==> src/rtl/blit_pkg.sv <==
package blit_pkg;

   typedef enum logic [2:0] {
      ST_IDLE = 3'd0,
      ST_RD_S = 3'd1,
      ST_RD_P = 3'd2,
      ST_RD_D = 3'd3,
      ST_WR   = 3'd4
   } blit_state_e;

   // register offsets
   localparam int REG_CMD     = 0;
   localparam int REG_DIR     = 1;
   localparam int REG_ROUTE   = 2;
   localparam int REG_ROP     = 3;
   localparam int REG_DEPTH   = 4;
   localparam int REG_ADDR0   = 16;  // src, pat, dst every 4
   localparam int REG_STRIDE0 = 32;  // src, pat, dst every 2
   localparam int REG_CNT0    = 40;  // x, y every 2

   localparam logic [7:0] CMD_GO    = 8'd0;
   localparam logic [7:0] CMD_PAUSE = 8'd1;
   localparam logic [7:0] CMD_ABORT = 8'd2;
   localparam logic [7:0] ROUTE_PAT = 8'd4;

   function automatic logic rop_uses_s(input logic [7:0] rop);
      return (((rop >> 2) ^ rop) & 8'h33) != 8'h00;
   endfunction

   function automatic logic rop_uses_p(input logic [7:0] rop);
      return (((rop >> 4) ^ rop) & 8'h0F) != 8'h00;
   endfunction

   function automatic logic rop_uses_d(input logic [7:0] rop);
      return (((rop >> 1) ^ rop) & 8'h55) != 8'h00;
   endfunction

   // next fetch after finishing 'from' (IDLE/WR mean start of a byte)
   function automatic blit_state_e next_fetch(input logic [7:0] rop,
                                              input blit_state_e from);
      if ((from == ST_IDLE || from == ST_WR) && rop_uses_s(rop))
         return ST_RD_S;
      if (from != ST_RD_P && from != ST_RD_D && rop_uses_p(rop))
         return ST_RD_P;
      if (from != ST_RD_D && rop_uses_d(rop))
         return ST_RD_D;
      return ST_WR;
   endfunction

endpackage

==> src/rtl/blit_regs.sv <==
module blit_regs import blit_pkg::*; #(
   parameter int ADDR_W   = 24,
   parameter int CNT_W    = 16,
   parameter int STRIDE_W = 16,
   parameter int REG_AW   = 8
) (
   input  logic                               clk,
   input  logic                               rst_n,
   input  logic                               wr,
   input  logic [REG_AW-1:0]                  waddr,
   input  logic [7:0]                         wdata,
   output logic [2:0][ADDR_W-1:0]             addr_o,
   output logic [2:0][STRIDE_W-1:0]           stride_o,
   output logic [1:0][CNT_W-1:0]              cnt_o,
   output logic [1:0]                         dir_o,
   output logic                               route_pat_o,
   output logic [7:0]                         rop_o,
   output logic [1:0]                         depth_o
);

   localparam int A_BYTES = ADDR_W / 8;
   localparam int S_BYTES = STRIDE_W / 8;
   localparam int C_BYTES = CNT_W / 8;

   for (genvar i = 0; i < 3; i++) begin : g_addr
      logic [ADDR_W-1:0] q;
      always_ff @(posedge clk or negedge rst_n) begin
         if (!rst_n) q <= '0;
         else if (wr) begin
            for (int k = 0; k < A_BYTES; k++)
               if (waddr == REG_AW'(REG_ADDR0 + 4*i + k)) q[k*8 +: 8] <= wdata;
         end
      end
      assign addr_o[i] = q;
   end

   for (genvar i = 0; i < 3; i++) begin : g_stride
      logic [STRIDE_W-1:0] q;
      always_ff @(posedge clk or negedge rst_n) begin
         if (!rst_n) q <= '0;
         else if (wr) begin
            for (int k = 0; k < S_BYTES; k++)
               if (waddr == REG_AW'(REG_STRIDE0 + 2*i + k)) q[k*8 +: 8] <= wdata;
         end
      end
      assign stride_o[i] = q;
   end

   for (genvar i = 0; i < 2; i++) begin : g_cnt
      logic [CNT_W-1:0] q;
      always_ff @(posedge clk or negedge rst_n) begin
         if (!rst_n) q <= '0;
         else if (wr) begin
            for (int k = 0; k < C_BYTES; k++)
               if (waddr == REG_AW'(REG_CNT0 + 2*i + k)) q[k*8 +: 8] <= wdata;
         end
      end
      assign cnt_o[i] = q;
   end

   always_ff @(posedge clk or negedge rst_n) begin
      if (!rst_n) begin
         dir_o       <= '0;
         route_pat_o <= 1'b0;
         rop_o       <= 8'hCC;
         depth_o     <= '0;
      end else if (wr) begin
         if (waddr == REG_AW'(REG_DIR))   dir_o       <= wdata[1:0];
         if (waddr == REG_AW'(REG_ROUTE)) route_pat_o <= (wdata == ROUTE_PAT);
         if (waddr == REG_AW'(REG_ROP))   rop_o       <= wdata;
         if (waddr == REG_AW'(REG_DEPTH)) depth_o     <= wdata[1:0];
      end
   end

endmodule

==> src/rtl/blit_addr_gen.sv <==
module blit_addr_gen #(
   parameter int ADDR_W   = 24,
   parameter int CNT_W    = 16,
   parameter int STRIDE_W = 16
) (
   input  logic                     clk,
   input  logic                     rst_n,
   input  logic                     load,
   input  logic                     step,
   input  logic [2:0][ADDR_W-1:0]   addr_i,
   input  logic [2:0][STRIDE_W-1:0] stride_i,
   input  logic [1:0][CNT_W-1:0]    cnt_i,
   input  logic [1:0]               dir_i,
   input  logic [1:0]               depth_i,
   output logic [ADDR_W-1:0]        src_o,
   output logic [ADDR_W-1:0]        pat_o,
   output logic [ADDR_W-1:0]        dst_o,
   output logic                     last_o
);

   logic [CNT_W-1:0]  x_lim, y_lim, x_cnt, y_cnt;
   logic [1:0]        dir_q, depth_q, phase_q;
   logic [ADDR_W-1:0] pat_row_q, pat_adv_q;
   logic              row_end, adv;
   logic [1:0][ADDR_W-1:0] mov;

   assign row_end = (x_cnt == x_lim);
   assign last_o  = row_end && (y_cnt == y_lim);
   assign adv     = step && !last_o;

   always_ff @(posedge clk or negedge rst_n) begin
      if (!rst_n) begin
         x_lim <= '0; y_lim <= '0; x_cnt <= '0; y_cnt <= '0;
         dir_q <= '0; depth_q <= '0;
      end else if (load) begin
         x_lim <= cnt_i[0]; y_lim <= cnt_i[1];
         x_cnt <= '0;       y_cnt <= '0;
         dir_q <= dir_i;    depth_q <= depth_i;
      end else if (adv) begin
         if (row_end) begin
            x_cnt <= '0;
            y_cnt <= y_cnt + 1'b1;
         end else begin
            x_cnt <= x_cnt + 1'b1;
         end
      end
   end

   // source (0) and destination (1) walk with the direction bits
   for (genvar g = 0; g < 2; g++) begin : g_mov
      localparam int SEL = g * 2;
      logic [ADDR_W-1:0] row_q, cur_q, pitch_q, next_row;
      assign next_row = dir_q[1] ? (row_q - pitch_q) : (row_q + pitch_q);
      always_ff @(posedge clk or negedge rst_n) begin
         if (!rst_n) begin
            row_q <= '0; cur_q <= '0; pitch_q <= '0;
         end else if (load) begin
            row_q   <= addr_i[SEL];
            cur_q   <= addr_i[SEL];
            pitch_q <= ADDR_W'(stride_i[SEL]) + ADDR_W'(1);
         end else if (adv) begin
            if (row_end) begin
               row_q <= next_row;
               cur_q <= next_row;
            end else begin
               cur_q <= dir_q[0] ? (cur_q - ADDR_W'(1)) : (cur_q + ADDR_W'(1));
            end
         end
      end
      assign mov[g] = cur_q;
   end

   assign src_o = mov[0];
   assign dst_o = mov[1];

   // pattern walks forward only, phase wraps every pixel
   always_ff @(posedge clk or negedge rst_n) begin
      if (!rst_n) begin
         pat_row_q <= '0; pat_adv_q <= '0; phase_q <= '0;
      end else if (load) begin
         pat_row_q <= addr_i[1];
         pat_adv_q <= (stride_i[1] == '0) ? '0 : ADDR_W'(stride_i[1]) + ADDR_W'(1);
         phase_q   <= '0;
      end else if (adv) begin
         if (row_end) begin
            pat_row_q <= pat_row_q + pat_adv_q;
            phase_q   <= '0;
         end else begin
            phase_q <= (phase_q == depth_q) ? 2'd0 : phase_q + 2'd1;
         end
      end
   end

   assign pat_o = pat_row_q + ADDR_W'(phase_q);

   a_r2_x_in_range: assert property (@(posedge clk) disable iff (!rst_n)
      x_cnt <= x_lim);
   a_r2_y_in_range: assert property (@(posedge clk) disable iff (!rst_n)
      y_cnt <= y_lim);
   a_r7_phase_bound: assert property (@(posedge clk) disable iff (!rst_n)
      phase_q <= depth_q);

endmodule

==> src/rtl/blit_rop_alu.sv <==
module blit_rop_alu #(
   parameter int LANE_W = 8
) (
   input  logic [7:0]        rop,
   input  logic [LANE_W-1:0] pat,
   input  logic [LANE_W-1:0] src,
   input  logic [LANE_W-1:0] dst,
   output logic [LANE_W-1:0] res
);

   for (genvar i = 0; i < LANE_W; i++) begin : g_bit
      assign res[i] = rop[{pat[i], src[i], dst[i]}];
   end

endmodule

==> src/rtl/blit_engine.sv <==
module blit_engine import blit_pkg::*; #(
   parameter int ADDR_W   = 24,
   parameter int CNT_W    = 16,
   parameter int STRIDE_W = 16,
   parameter int REG_AW   = 8
) (
   input  logic              clk,
   input  logic              rst_n,
   input  logic              reg_wr,
   input  logic [REG_AW-1:0] reg_addr,
   input  logic [7:0]        reg_wdata,
   output logic [7:0]        reg_rdata,
   output logic              mem_req,
   output logic              mem_we,
   output logic [ADDR_W-1:0] mem_addr,
   output logic [7:0]        mem_wdata,
   input  logic [7:0]        mem_rdata,
   input  logic              mem_ready
);

   if (ADDR_W % 8 != 0 || ADDR_W < 8 || ADDR_W > 24) begin : g_bad_aw
      $error("ADDR_W must be 8, 16 or 24");
   end
   if (CNT_W % 8 != 0 || CNT_W < 8 || CNT_W > 16) begin : g_bad_cw
      $error("CNT_W must be 8 or 16");
   end
   if (STRIDE_W % 8 != 0 || STRIDE_W < 8 || STRIDE_W > 16 || STRIDE_W > ADDR_W) begin : g_bad_sw
      $error("STRIDE_W must be 8 or 16 and not exceed ADDR_W");
   end
   if (REG_AW < 6) begin : g_bad_ra
      $error("REG_AW must reach offset 0x2B");
   end

   logic [2:0][ADDR_W-1:0]   cfg_addr;
   logic [2:0][STRIDE_W-1:0] cfg_stride;
   logic [1:0][CNT_W-1:0]    cfg_cnt;
   logic [1:0]               cfg_dir, cfg_depth;
   logic                     cfg_route_pat;
   logic [7:0]               cfg_rop;

   blit_regs #(.ADDR_W(ADDR_W), .CNT_W(CNT_W), .STRIDE_W(STRIDE_W), .REG_AW(REG_AW)) u_regs (
      .clk(clk), .rst_n(rst_n), .wr(reg_wr), .waddr(reg_addr), .wdata(reg_wdata),
      .addr_o(cfg_addr), .stride_o(cfg_stride), .cnt_o(cfg_cnt), .dir_o(cfg_dir),
      .route_pat_o(cfg_route_pat), .rop_o(cfg_rop), .depth_o(cfg_depth));

   blit_state_e state_q;
   logic        paused_q, route_pat_q, active, xfer, load, step, last;
   logic [7:0]  rop_q, s_q, p_q, d_q, res;
   logic        cmd_wr, go_cmd, pause_cmd, abort_cmd;
   logic [ADDR_W-1:0] src_a, pat_a, dst_a;

   assign cmd_wr    = reg_wr && (reg_addr == REG_AW'(REG_CMD));
   assign go_cmd    = cmd_wr && (reg_wdata == CMD_GO);
   assign pause_cmd = cmd_wr && (reg_wdata == CMD_PAUSE);
   assign abort_cmd = cmd_wr && (reg_wdata == CMD_ABORT);

   assign active  = (state_q != ST_IDLE);
   assign mem_req = active && !paused_q;
   assign mem_we  = (state_q == ST_WR);
   assign xfer    = mem_req && mem_ready;
   assign load    = go_cmd && !active;
   assign step    = xfer && (state_q == ST_WR);

   blit_addr_gen #(.ADDR_W(ADDR_W), .CNT_W(CNT_W), .STRIDE_W(STRIDE_W)) u_agen (
      .clk(clk), .rst_n(rst_n), .load(load), .step(step),
      .addr_i(cfg_addr), .stride_i(cfg_stride), .cnt_i(cfg_cnt),
      .dir_i(cfg_dir), .depth_i(cfg_depth),
      .src_o(src_a), .pat_o(pat_a), .dst_o(dst_a), .last_o(last));

   blit_rop_alu #(.LANE_W(8)) u_alu (
      .rop(rop_q), .pat(p_q), .src(s_q), .dst(d_q), .res(res));

   always_comb begin
      unique case (state_q)
         ST_RD_S: mem_addr = route_pat_q ? pat_a : src_a;
         ST_RD_P: mem_addr = pat_a;
         default: mem_addr = dst_a;
      endcase
   end

   assign mem_wdata = res;

   always_ff @(posedge clk or negedge rst_n) begin
      if (!rst_n) begin
         state_q     <= ST_IDLE;
         paused_q    <= 1'b0;
         rop_q       <= 8'h00;
         route_pat_q <= 1'b0;
         s_q <= '0; p_q <= '0; d_q <= '0;
      end else if (abort_cmd) begin
         state_q  <= ST_IDLE;
         paused_q <= 1'b0;
      end else if (load) begin
         state_q     <= next_fetch(cfg_rop, ST_IDLE);
         rop_q       <= cfg_rop;
         route_pat_q <= cfg_route_pat;
         paused_q    <= 1'b0;
      end else begin
         if (go_cmd)                  paused_q <= 1'b0;
         else if (pause_cmd && active) paused_q <= 1'b1;
         if (xfer) begin
            unique case (state_q)
               ST_RD_S: begin s_q <= mem_rdata; state_q <= next_fetch(rop_q, ST_RD_S); end
               ST_RD_P: begin p_q <= mem_rdata; state_q <= next_fetch(rop_q, ST_RD_P); end
               ST_RD_D: begin d_q <= mem_rdata; state_q <= ST_WR; end
               ST_WR:   state_q <= last ? ST_IDLE : next_fetch(rop_q, ST_WR);
               default: state_q <= ST_IDLE;
            endcase
         end
      end
   end

   assign reg_rdata = (reg_addr == REG_AW'(REG_CMD)) ?
                      {5'b0, paused_q, active, !active} : 8'h00;

   a_r10_abort_quiet: assert property (@(posedge clk) disable iff (!rst_n)
      abort_cmd |=> !mem_req && reg_rdata[1] == 1'b0);
   a_r9_pause_quiet: assert property (@(posedge clk) disable iff (!rst_n)
      (pause_cmd && active) |=> !mem_req);
   a_r12_hold_request: assert property (@(posedge clk) disable iff (!rst_n)
      (mem_req && !mem_ready && !cmd_wr) |=> mem_req && $stable(mem_addr) && $stable(mem_we));
   a_r8_ready_when_idle: assert property (@(posedge clk) disable iff (!rst_n)
      !mem_req && !paused_q |-> (reg_addr != REG_AW'(REG_CMD)) || (reg_rdata[0] != reg_rdata[1]));

endmodule

==> config.mk <==
export PLATFORM = sky130hd
export DESIGN_NAME = blit_engine
export DESIGN_NICKNAME = d
export VERILOG_FILES = /design/src/rtl/blit_pkg.sv /design/src/rtl/blit_regs.sv /design/src/rtl/blit_addr_gen.sv /design/src/rtl/blit_rop_alu.sv /design/src/rtl/blit_engine.sv
export SDC_FILE = /design/constraint.sdc
export NUM_CORES = 1
export LEC_CHECK = 0
export BUFFER_PORTS_ARGS = -buffer_cell sky130_fd_sc_hd__buf_2
export CORE_MARGIN = 2
export CORE_UTILIZATION = 60
export DETAILED_ROUTE_END_ITERATION = 8
export PLACE_DENSITY = 0.77
export SETUP_SLACK_MARGIN = 0.02
export SYNTH_ARGS = -nofsm -noshare
export SYNTH_HDL_FRONTEND = slang
export SYNTH_SLANG_ARGS = --single-unit
==> constraint.sdc <==
create_clock -name clk -period 4.96 [get_ports clk]
set_input_delay 0.992 -clock clk [delete_from_list [all_inputs] [get_ports clk]]
set_output_delay 0.992 -clock clk [all_outputs]
set_load 0.02 [all_outputs]
==> metrics.txt <==
outcome=complete, no violations; buffers added on ports=64; fin crit share=0.939; Worst path max stage delay=0.47 ns; Antenna diodes=0; DRC viols=0; vias per cell=6.37; Max Slew Vio Count=0; GRT Util Overall=0.336; Synth Warn #=0; CP Class=reg2out; CP Launch Type=flop; fraction of layout cells with a size suffix above 1=0.148; worst-path cell chain=ha_1 -> fa_1 -> nand3_1 -> nor2_1 -> and3_1 -> nor2b_2 -> nor3b_1 -> xnor2_1 -> nand2_1 -> o21ai_0 -> o221ai_1 -> buf_2; type of the worst min-delay path=in2async; Final setup viols=0; Setup WS post-layout=0.304 ns; Clock Latency Late Sink=0.60 ns; root buffer cell=clkbuf_16; VDD IR max=0.320 mV; io pins=70; largest fanout on the critical path=5; most common flop cell mapped by yosys=dfrtp_1; Routed Wire Length=77.7 mm; mapped cell area=26,900 um^2; vias=22,500; antenna-violating nets left=0; die width=216 um; Final Skew=0.0163 ns; pin count of the biggest net entering global routing=111; H-tree depth=2; Post-Synthesis Mean Instance Area=9.38 um^2; die height=216 um; minimum clock period=4.66 ns; Die Area=46,600 um^2; initial core utilization=0.609; DP Worst Slack=0.689 ns; Post-CTS Setup Bufs=0; Buf+Inv Stages, Crit Path=1; # nets final=3,054; Yosys cell types=77; PwrDens=271 nW/um^2; Worst EP arrival=3.66 ns; CTS tree=done; wire per inst=22.0 um; Core Region=44,200 um^2; Yosys reg bits=443; Final GP Congestion=0.997; DR pass1 iterations=5; final hold violation count=0; Synth Instances=2,870; CP max-delay cell=dfrtp_1; clock-pin slew on the worst setup and hold paths=0.06 ns; Required @ worst endpoint=3.97 ns; slew margin rel.=0.280; Longest Clk Path Bufs=3; initial antenna violation count=2; asr flop ratio synth=1.00; Seq/Total Area, Yosys=0.412; cell leakage power=14.6 nW; setup TNS=0 ns; Synth area leader=dfrtp_1; vias in the first global route=22,100; Num CTS Buffers=48; synth top area cells=dfrtp_1, mux2_2, nand2_1; CP delay by family, top=simple AND/OR/NAND/NOR gates; RSZ-0062 raised after global routing=false; Core Rows=77; Worst Tran Pin Value=1.07 ns; max-cap violations=0; Post-DP HPWL=53.6 mm; highest clock rate=215 MHz; Area Overhead vs Synth=9.75%; first-pass GRT wire length=123 mm; Worst Setup End Kind=primary output; 1st-iter DRT viols=2,278; number of flops mapped to enable cells by yosys=0; top cell type's share of synthesized area=0.408; total global routing overflow=0; clk sink count=443
Yosys cell counts (17+ instances only):
library cell	instances
a31oi_1	29
nand3_1	68
o21a_1	26
mux2_2	198
clkbuf_1	117
o21bai_1	22
a21o_1	54
o21ai_0	203
nand2_1	445
o221ai_1	25
nand4_1	28
nand2b_1	21
a211oi_1	20
and3_1	42
xnor2_1	122
xor2_1	150
ha_1	123
nor2b_1	22
a21oi_1	174
o22ai_1	18
nor3_1	40
nor4_1	17
dfrtp_1	439
inv_1	54
nor2_1	219
layout make-up:
type	count	area, um^2
clock buffer	64	1320
fill	3394	14700
timing repair buffer	106	708
multi-input combinational	2244	15100
clock inverter	24	334
tap	592	741
sequential	443	11100
inverter	54	203
power breakdown:
part,internal (W),switching (W),leakage [nW]
combinational,0.000163,0.000298,7.65
clock,0.00224,0.00155,0.813
sequential,0.00369,0.0000702,6.09
worst paths after layout:
kind / slack, ns / start / cells after the start / endpoint
max in group asynchronous: 3.39 / rst_n / 2 / u_regs.g_addr[1].q[12]
hold / removal: 0.40 / rst_n / 1 / u_regs.g_cnt[1].q[0]
min in group clk: 0.47 / u_regs.g_cnt[1].q[3] / 2 / u_agen.y_lim[3]
setup reg to reg: 0.57 / u_agen.g_mov[1].pitch_q[5] / 16 / u_agen.dst_o[22]
hold reg to reg: 0.47 / u_regs.g_cnt[1].q[3] / 2 / u_agen.y_lim[3]
setup / recovery: 0.30 / u_agen.phase_q[0] / 12 / mem_addr[22]
sequential cells by signal (all words and copies together) (netlist names), 16 cells and up:
| signal | flops |
|---|---|
| u_agen.dst_o | 24 |
| u_agen.g_mov.pitch_q | 34 |
| u_agen.g_mov.row_q | 48 |
| u_agen.pat_adv_q | 17 |
| u_agen.pat_row_q | 24 |
| u_agen.src_o | 24 |
| u_agen.x_cnt | 16 |
| u_agen.x_lim | 16 |
| u_agen.y_cnt | 16 |
| u_agen.y_lim | 16 |
| u_regs.g_addr.q | 72 |
| u_regs.g_cnt.q | 32 |
| u_regs.g_stride.q | 48 |
timing repair:
item                                   in CTS  in global routing
endpoints found under the hold margin       0                  0
setup endpoints to repair                   0                  2
gates resized for setup                     0                  2
hold buffers                                0                  0
cells in the final DEF, fill, tap and decap left out, types with 18 or more instances in the layout:
| cell | n |
|---|---|
| o21a_1 | 26 |
| buf_4 | 37 |
| a21oi_1 | 174 |
| o21bai_1 | 22 |
| a31oi_1 | 29 |
| xor2_1 | 150 |
| a211oi_1 | 20 |
| and3_1 | 41 |
| nand2b_1 | 21 |
| nor2b_1 | 21 |
| nand2_1 | 444 |
| nand4_1 | 28 |
| nor2_1 | 218 |
| mux2_2 | 198 |
| o21ai_0 | 203 |
| ha_1 | 123 |
| nor3_1 | 39 |
| a21o_1 | 54 |
| nand3_1 | 67 |
| clkbuf_16 | 48 |
| dfrtp_1 | 439 |
| o221ai_1 | 25 |
| inv_1 | 54 |
| o22ai_1 | 18 |
| buf_2 | 63 |
| xnor2_1 | 122 |
cell families (layout without fill, tap and decap cells):
| family | Yosys count | count (layout) | synth area share |
|---|---|---|---|
| other | 1 | 5 | 0.000139 |
| buffers and inverters | 187 | 248 | 0.0270 |
| xor gates and xnor gates | 272 | 272 | 0.0885 |
| DFF | 443 | 443 | 0.412 |
| muxes | 230 | 230 | 0.102 |
| AOI/OAI and AO/OA | 650 | 650 | 0.148 |
| adders and majority gates | 129 | 129 | 0.0616 |
| and+or+nand+nor | 958 | 958 | 0.161 |
per-stage QoR:
| stage | hold slack, ns | cell area, um^2 | std cells | util | total power (W) |
|---|---|---|---|---|---|
| 4_1_cts | 0.469 | 29500 | 3527 | 0.668 | 0.00802 |
| 2_1_floorplan | 0.440 | 26900 | 2874 | - | 0.00406 |
| 3_5_place_dp | 0.455 | 27900 | 3439 | 0.631 | 0.00427 |
| 3_3_place_gp | 0.449 | 27900 | 3439 | 0.631 | 0.00425 |
| 5_1_grt | 0.485 | 29500 | 3527 | 0.668 | 0.00823 |
| 6_report | 0.404 | 29500 | 3527 | 0.668 | 0.00801 |
layer usage:
layer	GRT usage	vias to the layer above	part of all wire
li1	-	10200	-
met1	0.468	11100	0.42
met2	0.536	1054	0.46
met3	0.0562	163	0.091
met4	0.111	0	0.032
met5	0	-	0
Note: power is estimated with default switching activity, not from simulation.
